## src/rtl/ipi_mailbox_pkg.sv

```systemverilog
package ipi_mailbox_pkg;

  // Word offsets (byte address >> 2)
  localparam int OFS_TRIG = 0;
  localparam int OFS_OBS  = 1;
  localparam int OFS_STAT = 4;
  localparam int OFS_MASK = 5;
  localparam int OFS_EN   = 6;
  localparam int OFS_DIS  = 7;

  typedef struct packed {
    logic trig;
    logic stClr;
    logic mEn;
    logic mDis;
  } wrStrobe_t;

  typedef enum logic [1:0] {
    RD_ZERO = 2'd0,
    RD_OBS  = 2'd1,
    RD_STAT = 2'd2,
    RD_MASK = 2'd3
  } rdSel_t;

  function automatic int countSrc(input logic [31:0] m);
    int n;
    n = 0;
    for (int b = 0; b < 32; b++) if (m[b]) n++;
    return n;
  endfunction

endpackage

```

## src/rtl/ipi_mailbox_ctrl.sv

```systemverilog
module ipi_mailbox_ctrl
  import ipi_mailbox_pkg::*;
#(
  parameter int ADDR_W = 6
) (
  input  logic [ADDR_W-1:0] regAddr,
  input  logic              regWrEn,
  output wrStrobe_t         strobes,
  output rdSel_t            rdSel
);
  localparam int WORD_W = ADDR_W - 2;

  logic [WORD_W-1:0] wordIdx;
  logic              aligned;

  assign wordIdx = regAddr[ADDR_W-1:2];
  assign aligned = (regAddr[1:0] == 2'b00);

  always_comb begin
    strobes = '0;
    rdSel   = RD_ZERO;
    if (aligned) begin
      case (wordIdx)
        WORD_W'(OFS_TRIG): strobes.trig  = regWrEn;
        WORD_W'(OFS_OBS):  rdSel         = RD_OBS;
        WORD_W'(OFS_STAT): begin
          strobes.stClr = regWrEn;
          rdSel         = RD_STAT;
        end
        WORD_W'(OFS_MASK): rdSel         = RD_MASK;
        WORD_W'(OFS_EN):   strobes.mEn   = regWrEn;
        WORD_W'(OFS_DIS):  strobes.mDis  = regWrEn;
        default: ;
      endcase
    end
  end
endmodule

```

## src/rtl/ipi_mailbox_dp.sv

```systemverilog
module ipi_mailbox_dp
  import ipi_mailbox_pkg::*;
#(
  parameter int          DATA_W   = 32,
  parameter logic [31:0] SRC_MASK = 32'h0F0F0301,
  parameter int          NUM_SRC  = 11
) (
  input  logic               clk,
  input  logic               rstN,
  input  wrStrobe_t          strobes,
  input  rdSel_t             rdSel,
  input  logic [DATA_W-1:0]  wrData,
  input  logic [DATA_W-1:0]  reqIn,
  input  logic [DATA_W-1:0]  obsIn,
  output logic [DATA_W-1:0]  rdData,
  output logic [NUM_SRC-1:0] trigOut,
  output logic [NUM_SRC-1:0] obsOut,
  output logic               irqOut
);
  localparam logic [DATA_W-1:0] VMASK = DATA_W'(SRC_MASK);

  logic [DATA_W-1:0]  status;
  logic [DATA_W-1:0]  maskReg;
  logic [DATA_W-1:0]  obsSamp;
  logic [DATA_W-1:0]  wrValid;
  logic [DATA_W-1:0]  reqValid;
  logic [DATA_W-1:0]  statusNext;
  logic [DATA_W-1:0]  maskNext;
  logic [NUM_SRC-1:0] trigNext;

  function automatic logic [NUM_SRC-1:0] packSrc(input logic [DATA_W-1:0] v);
    logic [NUM_SRC-1:0] r;
    int slot;
    r    = '0;
    slot = 0;
    for (int b = 0; b < DATA_W; b++) begin
      if (VMASK[b]) begin
        if (slot < NUM_SRC) r[slot] = v[b];
        slot++;
      end
    end
    return r;
  endfunction

  assign wrValid  = wrData & VMASK;
  assign reqValid = reqIn & VMASK;

  // Clear first, then set: a same-edge request overrides the acknowledge.
  always_comb begin
    statusNext = status;
    if (strobes.stClr) statusNext = statusNext & ~wrValid;
    statusNext = statusNext | reqValid;
  end

  always_comb begin
    maskNext = maskReg;
    if (strobes.mEn)  maskNext = maskNext & ~wrValid;
    if (strobes.mDis) maskNext = maskNext | wrValid;
  end

  assign trigNext = strobes.trig ? packSrc(wrValid) : '0;

  always_ff @(posedge clk) begin
    if (!rstN) begin
      status  <= '0;
      maskReg <= VMASK;
      obsSamp <= '0;
      trigOut <= '0;
    end else begin
      status  <= statusNext;
      maskReg <= maskNext;
      obsSamp <= obsIn & VMASK;
      trigOut <= trigNext;
    end
  end

  assign obsOut = packSrc(status);
  assign irqOut = |(status & ~maskReg);

  always_comb begin
    case (rdSel)
      RD_OBS:  rdData = obsSamp;
      RD_STAT: rdData = status;
      RD_MASK: rdData = maskReg;
      default: rdData = '0;
    endcase
  end
endmodule

```

## src/rtl/ipi_mailbox.sv

```systemverilog
module ipi_mailbox
  import ipi_mailbox_pkg::*;
#(
  parameter int          ADDR_W   = 6,
  parameter int          DATA_W   = 32,
  parameter logic [31:0] SRC_MASK = 32'h0F0F0301,
  parameter int          NUM_SRC  = countSrc(SRC_MASK)
) (
  input  logic               clk,
  input  logic               rstN,
  input  logic [ADDR_W-1:0]  regAddr,
  input  logic               regWrEn,
  input  logic [DATA_W-1:0]  regWrData,
  output logic [DATA_W-1:0]  regRdData,
  input  logic [DATA_W-1:0]  reqIn,
  input  logic [DATA_W-1:0]  obsIn,
  output logic [NUM_SRC-1:0] trigOut,
  output logic [NUM_SRC-1:0] obsOut,
  output logic               irqOut
);
  wrStrobe_t strobes;
  rdSel_t    rdSel;

  ipi_mailbox_ctrl #(.ADDR_W(ADDR_W)) u_ctrl (
    .regAddr (regAddr),
    .regWrEn (regWrEn),
    .strobes (strobes),
    .rdSel   (rdSel)
  );

  ipi_mailbox_dp #(
    .DATA_W   (DATA_W),
    .SRC_MASK (SRC_MASK),
    .NUM_SRC  (NUM_SRC)
  ) u_dp (
    .clk     (clk),
    .rstN    (rstN),
    .strobes (strobes),
    .rdSel   (rdSel),
    .wrData  (regWrData),
    .reqIn   (reqIn),
    .obsIn   (obsIn),
    .rdData  (regRdData),
    .trigOut (trigOut),
    .obsOut  (obsOut),
    .irqOut  (irqOut)
  );
endmodule

```

## config.mk

```make
export PLATFORM = sky130hd
export DESIGN_NAME = ipi_mailbox
export DESIGN_NICKNAME = d
export VERILOG_FILES = /design/src/rtl/ipi_mailbox_pkg.sv /design/src/rtl/ipi_mailbox_ctrl.sv /design/src/rtl/ipi_mailbox_dp.sv /design/src/rtl/ipi_mailbox.sv
export SDC_FILE = /design/constraint.sdc
export NUM_CORES = 1
export LEC_CHECK = 0
export ABC_CLOCK_PERIOD_IN_PS = 1300
export BUFFER_PORTS_ARGS = -buffer_cell sky130_fd_sc_hd__buf_2
export CORE_ASPECT_RATIO = 0.8
export CORE_MARGIN = 5
export CORE_UTILIZATION = 35
export CTS_BUF_LIST = sky130_fd_sc_hd__clkbuf_16
export DETAILED_ROUTE_END_ITERATION = 7
export HOLD_SLACK_MARGIN = 0.05
export PLACE_DENSITY = 0.77
export SETUP_SLACK_MARGIN = 0.15
export SYNTH_ARGS = -nofsm -noshare
export SYNTH_HDL_FRONTEND = slang
export SYNTH_SLANG_ARGS = --single-unit
export TNS_END_PERCENT = 5
```

## constraint.sdc

```tcl
create_clock -name clk -period 1.3 [get_ports clk]
set_input_delay 0.26 -clock clk [delete_from_list [all_inputs] [get_ports clk]]
set_output_delay 0.26 -clock clk [all_outputs]
set_load 0.02 [all_outputs]
```

# Yosys cells after proc, flatten, opt, wreduce, memory -nomap -nowiden
# Index checks and enable logic that the tools add are counted.
[word_totals]
regBits = 107
in_bits = 105
elab_cells = 35
[classes]
n_bitwise = 7
n_mux = 11
n_reduce_logical = 4
eq_ne = 8
[op_table]
columns = ["op", "n"]
rows = [
  ["AND 32 bit", 3],
  ["two-way mux 32 bit", 3],
  ["one-hot mux 32 bit (3 select lines)", 1],
  ["bitwise OR 32 x 28 -> 32 bit", 2],
  ["NOT 28 -> 32 bit", 1],
  ["NOT 32 bit", 1],
  ["OR reduction 32 bit", 1],
  ["== test 4 x 3 -> 1 bit, second input constant", 4],
  ["one-hot mux 2 bit (3 select lines)", 1],
  ["== test 2 bit, second input constant", 2],
  ["== test 4 x 1 -> 1 bit, second input constant", 1],
  ["logical NOT 4 bit", 1],
  ["two-way mux 1 bit", 4],
  ["two-way mux 4 bit", 1],
  ["== test 2 x 1 -> 1 bit, second input constant", 1],
  ["logical NOT 2 bit", 1],
  ["two-way mux 2 bit", 1],
  ["AND reduction 2 bit", 1],
]

# Longest topological paths before layout
[depth]
depth_word = 6
ltp_mapped = 4

# Modules after synthesis
# A second synthesis with hierarchy kept.
[hier_totals]
hier_cells = 233
area_unflattened_um2 = 1966.9
[by_module_without_submodules]
columns = ["module", "instances", "seq_area_each_um2", "cells_per_inst", "area_per_inst_um2"]
rows = [
  ["ipi_mailbox_dp", 1, 880.8, 222, 1900.6],
  ["ipi_mailbox_ctrl", 1, 0.0, 11, 66.3],
]

# Worst setup path after synthesis
# Ideal clock, no wire load.
[synth_path]
kind = "input -> output"
start = "input regAddr[3]"
end = "output regRdData[0]"
path_slack_ns = -0.338
arrival_time_ns = 1.378
n_path_buf = 1
t_required_ns = 1.040
stages = 3
path_cell_list = "or4_4 > buf_2 > o2bb2ai_1"
[synth_via]
elab_chain_len = 5
elab_cells_between_ends = 9
cone_classes = "eq/ne: 6; mux: 3"
[synth_rtl]
columns = ["element", "line", "rtl"]
rows = [
  ["start, declared", "ipi_mailbox.sv:11", "input logic [ADDR_W-1:0] regAddr,"],
  ["== test 4 x 3 -> 1 bit / == test 4 x 1 -> 1 bit (equally long branches)", "ipi_mailbox_ctrl.sv:23", "case (wordIdx)"],
  ["one-hot mux 2 bit (3 select lines) (*)", "ipi_mailbox_ctrl.sv:23", ""],
  ["two-way mux 2 bit (*)", "ipi_mailbox_ctrl.sv:22", "if (aligned) begin"],
  ["== test 2 bit / == test 2 x 1 -> 1 bit (equally long branches)", "ipi_mailbox_dp.sv:81", "case (rdSel)"],
  ["one-hot mux 32 bit (3 select lines) (*)", "ipi_mailbox_dp.sv:81", ""],
  ["end, declared", "ipi_mailbox.sv:14", "output logic [DATA_W-1:0] regRdData,"],
]
# Mark *: on every way between the ends. The rest lies on a longest branch, timed or not.

==> results.toml <==
[drt]
wirelength_um = 6370
vias = 1882
dr.first_iter.drc_count = 105
via_per_inst = 4.65
drtPass1Iterations = 4
post_drt_wl_per_cell_um = 15.7
antenna_left = 0
drc = 0

[cells_and_area]
final_cells = 405
nFillCells = 503
design_area_um2 = 3340
final_net_count = 432
diodes = 0
drive_gt1_share_pct = 48.3
syn_to_final_growth_pct = 65.3
final_common_cell = "buf_2"
final_cell_mix = "buf_2 (50), buf_4 (38), dfxtp_1 (35), buf_6 (27), and2_1 (22)"

[critical_path]
arrival_ns = 1.48
critical_path_class = "flip-flop to primary output"
crit_path_end_kind = "primary output"
reg2reg_depth = 3
crit_family = "compound AO/OA/AOI/OAI gates"
path_max_fanout = 2
path_buf_inv = 3
slowest_stage = "a222oi_1"
worst_ep_required_time_ns = 1.04
cpPeakStageDelay_ns = 0.45
setup.worst_path.start_class = "flip-flop"
timing.rr.end = "u_dp.status[26]"
worstReg2RegStart = "u_dp.status[26]"
crit_chain = "inv_2 -> a222oi_1 -> buf_4 -> nand3_2 -> buf_6"
reg2reg_slack_ns = 0.50

[clocking]
cts_tree = "built"
clk_latency_ns = 0.28
htree_levels = 2
cts.sinks = 44
cts_buffers = 5
clk_pin_slew_ns = 0.06
cts_buffer_depth = 2
root_buffer = "clkbuf_16"

[timing]
period_needed_ns = 1.74
fin_tns_setup_ns = -4.39
clock_skew_ns = 0
rsz0062_at_grt = "true"
finalCritPeriodShare_pct = 134
hold_viol_final = 0
finalHoldWorstSlack_ns = 0.181
slew_viol_final = 0
finalSetupViolations = 21
setup_ws_ns = -0.444
max_freq_mhz = 573

[logic_synthesis]
synthCells = 215
synth_seq_area_share_pct = 43.6
synth-edff-count = 0
synth_warnings = 0
synth.cell_area_um2 = 2020
ys_ff_latch = 44
syn_avg_cell_area_um2 = 9.39
synthArstFlopShare_pct = 0
synth_flop_cell = "dfxtp_1"
ys_types = 26

[power]
leakagePower_nw = 1.59
peakVddDrop_v = 0.000754
power_mw = 3.52
power_density_nw_per_um2 = 1050

[die]
std_cell_rows = 24
fp.dieW_um = 94.9
initial_utilization_pct = 36.5
io_pins = 160
die_y_um = 77.9
core_area_um2 = 5530
die_area_um2 = 7400

[worst_hold_path]
hold-path-cell-count = 2
hp-class = "input port to flip-flop"
holdPathEnd = "u_dp.status[0]"
min_from = "regWrData[0]"

[global_routing]
overflow = 0
grt_pass1_vias = 1962
grt_first_pass_wirelength_um = 9940
grt_util_all_layers_pct = 17.2
grt_start_max_net_pins = 18
antenna_found_initial = 0

[placed_design]
place_inst = 396
dp_hpwl_um = 4720
portBuffers = 75
gp_routability_congestion = 0.749
placed_area_um2 = 2880

[status]
failed_checks = "negative setup slack"
status = "finished, violations left"

[job]
drv_cap = 0
worst reg2reg max path, delay by kind of cell (launching register included):
| family | cells | cell delay [ns] |
|---|---|---|
| compound gates | 2 | 0.23 |
| buf+inv | 1 | 0.13 |
| flops | 1 | 0.32 |
cells in the mapped netlist (3+ instances only):
cell type,number,area (um2)
inv_1,16,60.1
dfxtp_1,44,881
mux2i_1,10,100
buf_2,3,15.0
nor2b_1,19,119
o21ai_0,11,55.1
a22oi_1,11,82.6
o2bb2ai_1,11,96.3
buf_4,22,165
and2_1,22,138
a31oi_1,12,75.1
clkbuf_1,8,30.0
nand4_1,10,62.6
cell type report:
class	count	area [um2]	share of cell area (%)
Multi-Input combinational cell	141	1180	35.5
Timing Repair Buffer	119	920	27.5
Sequential cell	44	892	26.7
Clock buffer	5	125	3.75
Tap cell	78	97.6	2.92
Clock inverter	2	60.1	1.80
Inverter	16	60.1	1.80
stage by stage:
stage	utilization (%)	setup slack, ns
after floorplan	-	-0.171
after global placement	52.2	-0.787
after detailed placement	52.2	-0.923
after CTS	58.2	-0.425
after global routing	60.4	-0.466
final	60.4	-0.444
what timing repair did:
item | CTS | global route
hold buffers | 0 | 0
setup buffers | 0 | 1
pin swaps | 13 | 14
gates cloned | 0 | 1
setup endpoints to repair | 37 | 43
gates resized for setup | 46 | 29
power breakdown:
group | internal, mW | switching (mW)
clock | 1.09 | 0.499
sequential | 1.40 | 0.0203
combinational | 0.233 | 0.280
total | 2.72 | 0.800
routing by layer:
layer	routed length [um]	vias to the layer above	GRT usage, %
met4	40	0	2.88
li1	-	934	-
met5	0	-	0
met1	2660	879	21.7
met3	422	6	3.68
met2	3250	63	30.5
logic make-up after synthesis:
| kind of cell | share of synthesized area [%] |
|---|---|
| AO/OA/AOI/OAI | 16.7 |
| buffers and inverters | 13.9 |
| other | 0.186 |
| multiplexers | 4.96 |
| AND/OR/NAND/NOR | 20.6 |
| flip-flops | 43.6 |
worst max path at each step:
stage | start | to | slack [ns] | cells after the start
after floorplan | regAddr[3] | regRdData[0] | -0.17 | 3
after global placement | regAddr[4] | regRdData[8] | -0.79 | 5
after detailed placement | regAddr[4] | regRdData[0] | -0.92 | 5
after CTS | flip-flop | irqOut | -0.42 | 5
after global routing | u_dp.status[8] | irqOut | -0.47 | 5
final | flip-flop | irqOut | -0.44 | 5
Power figures use the tool's default switching activity.
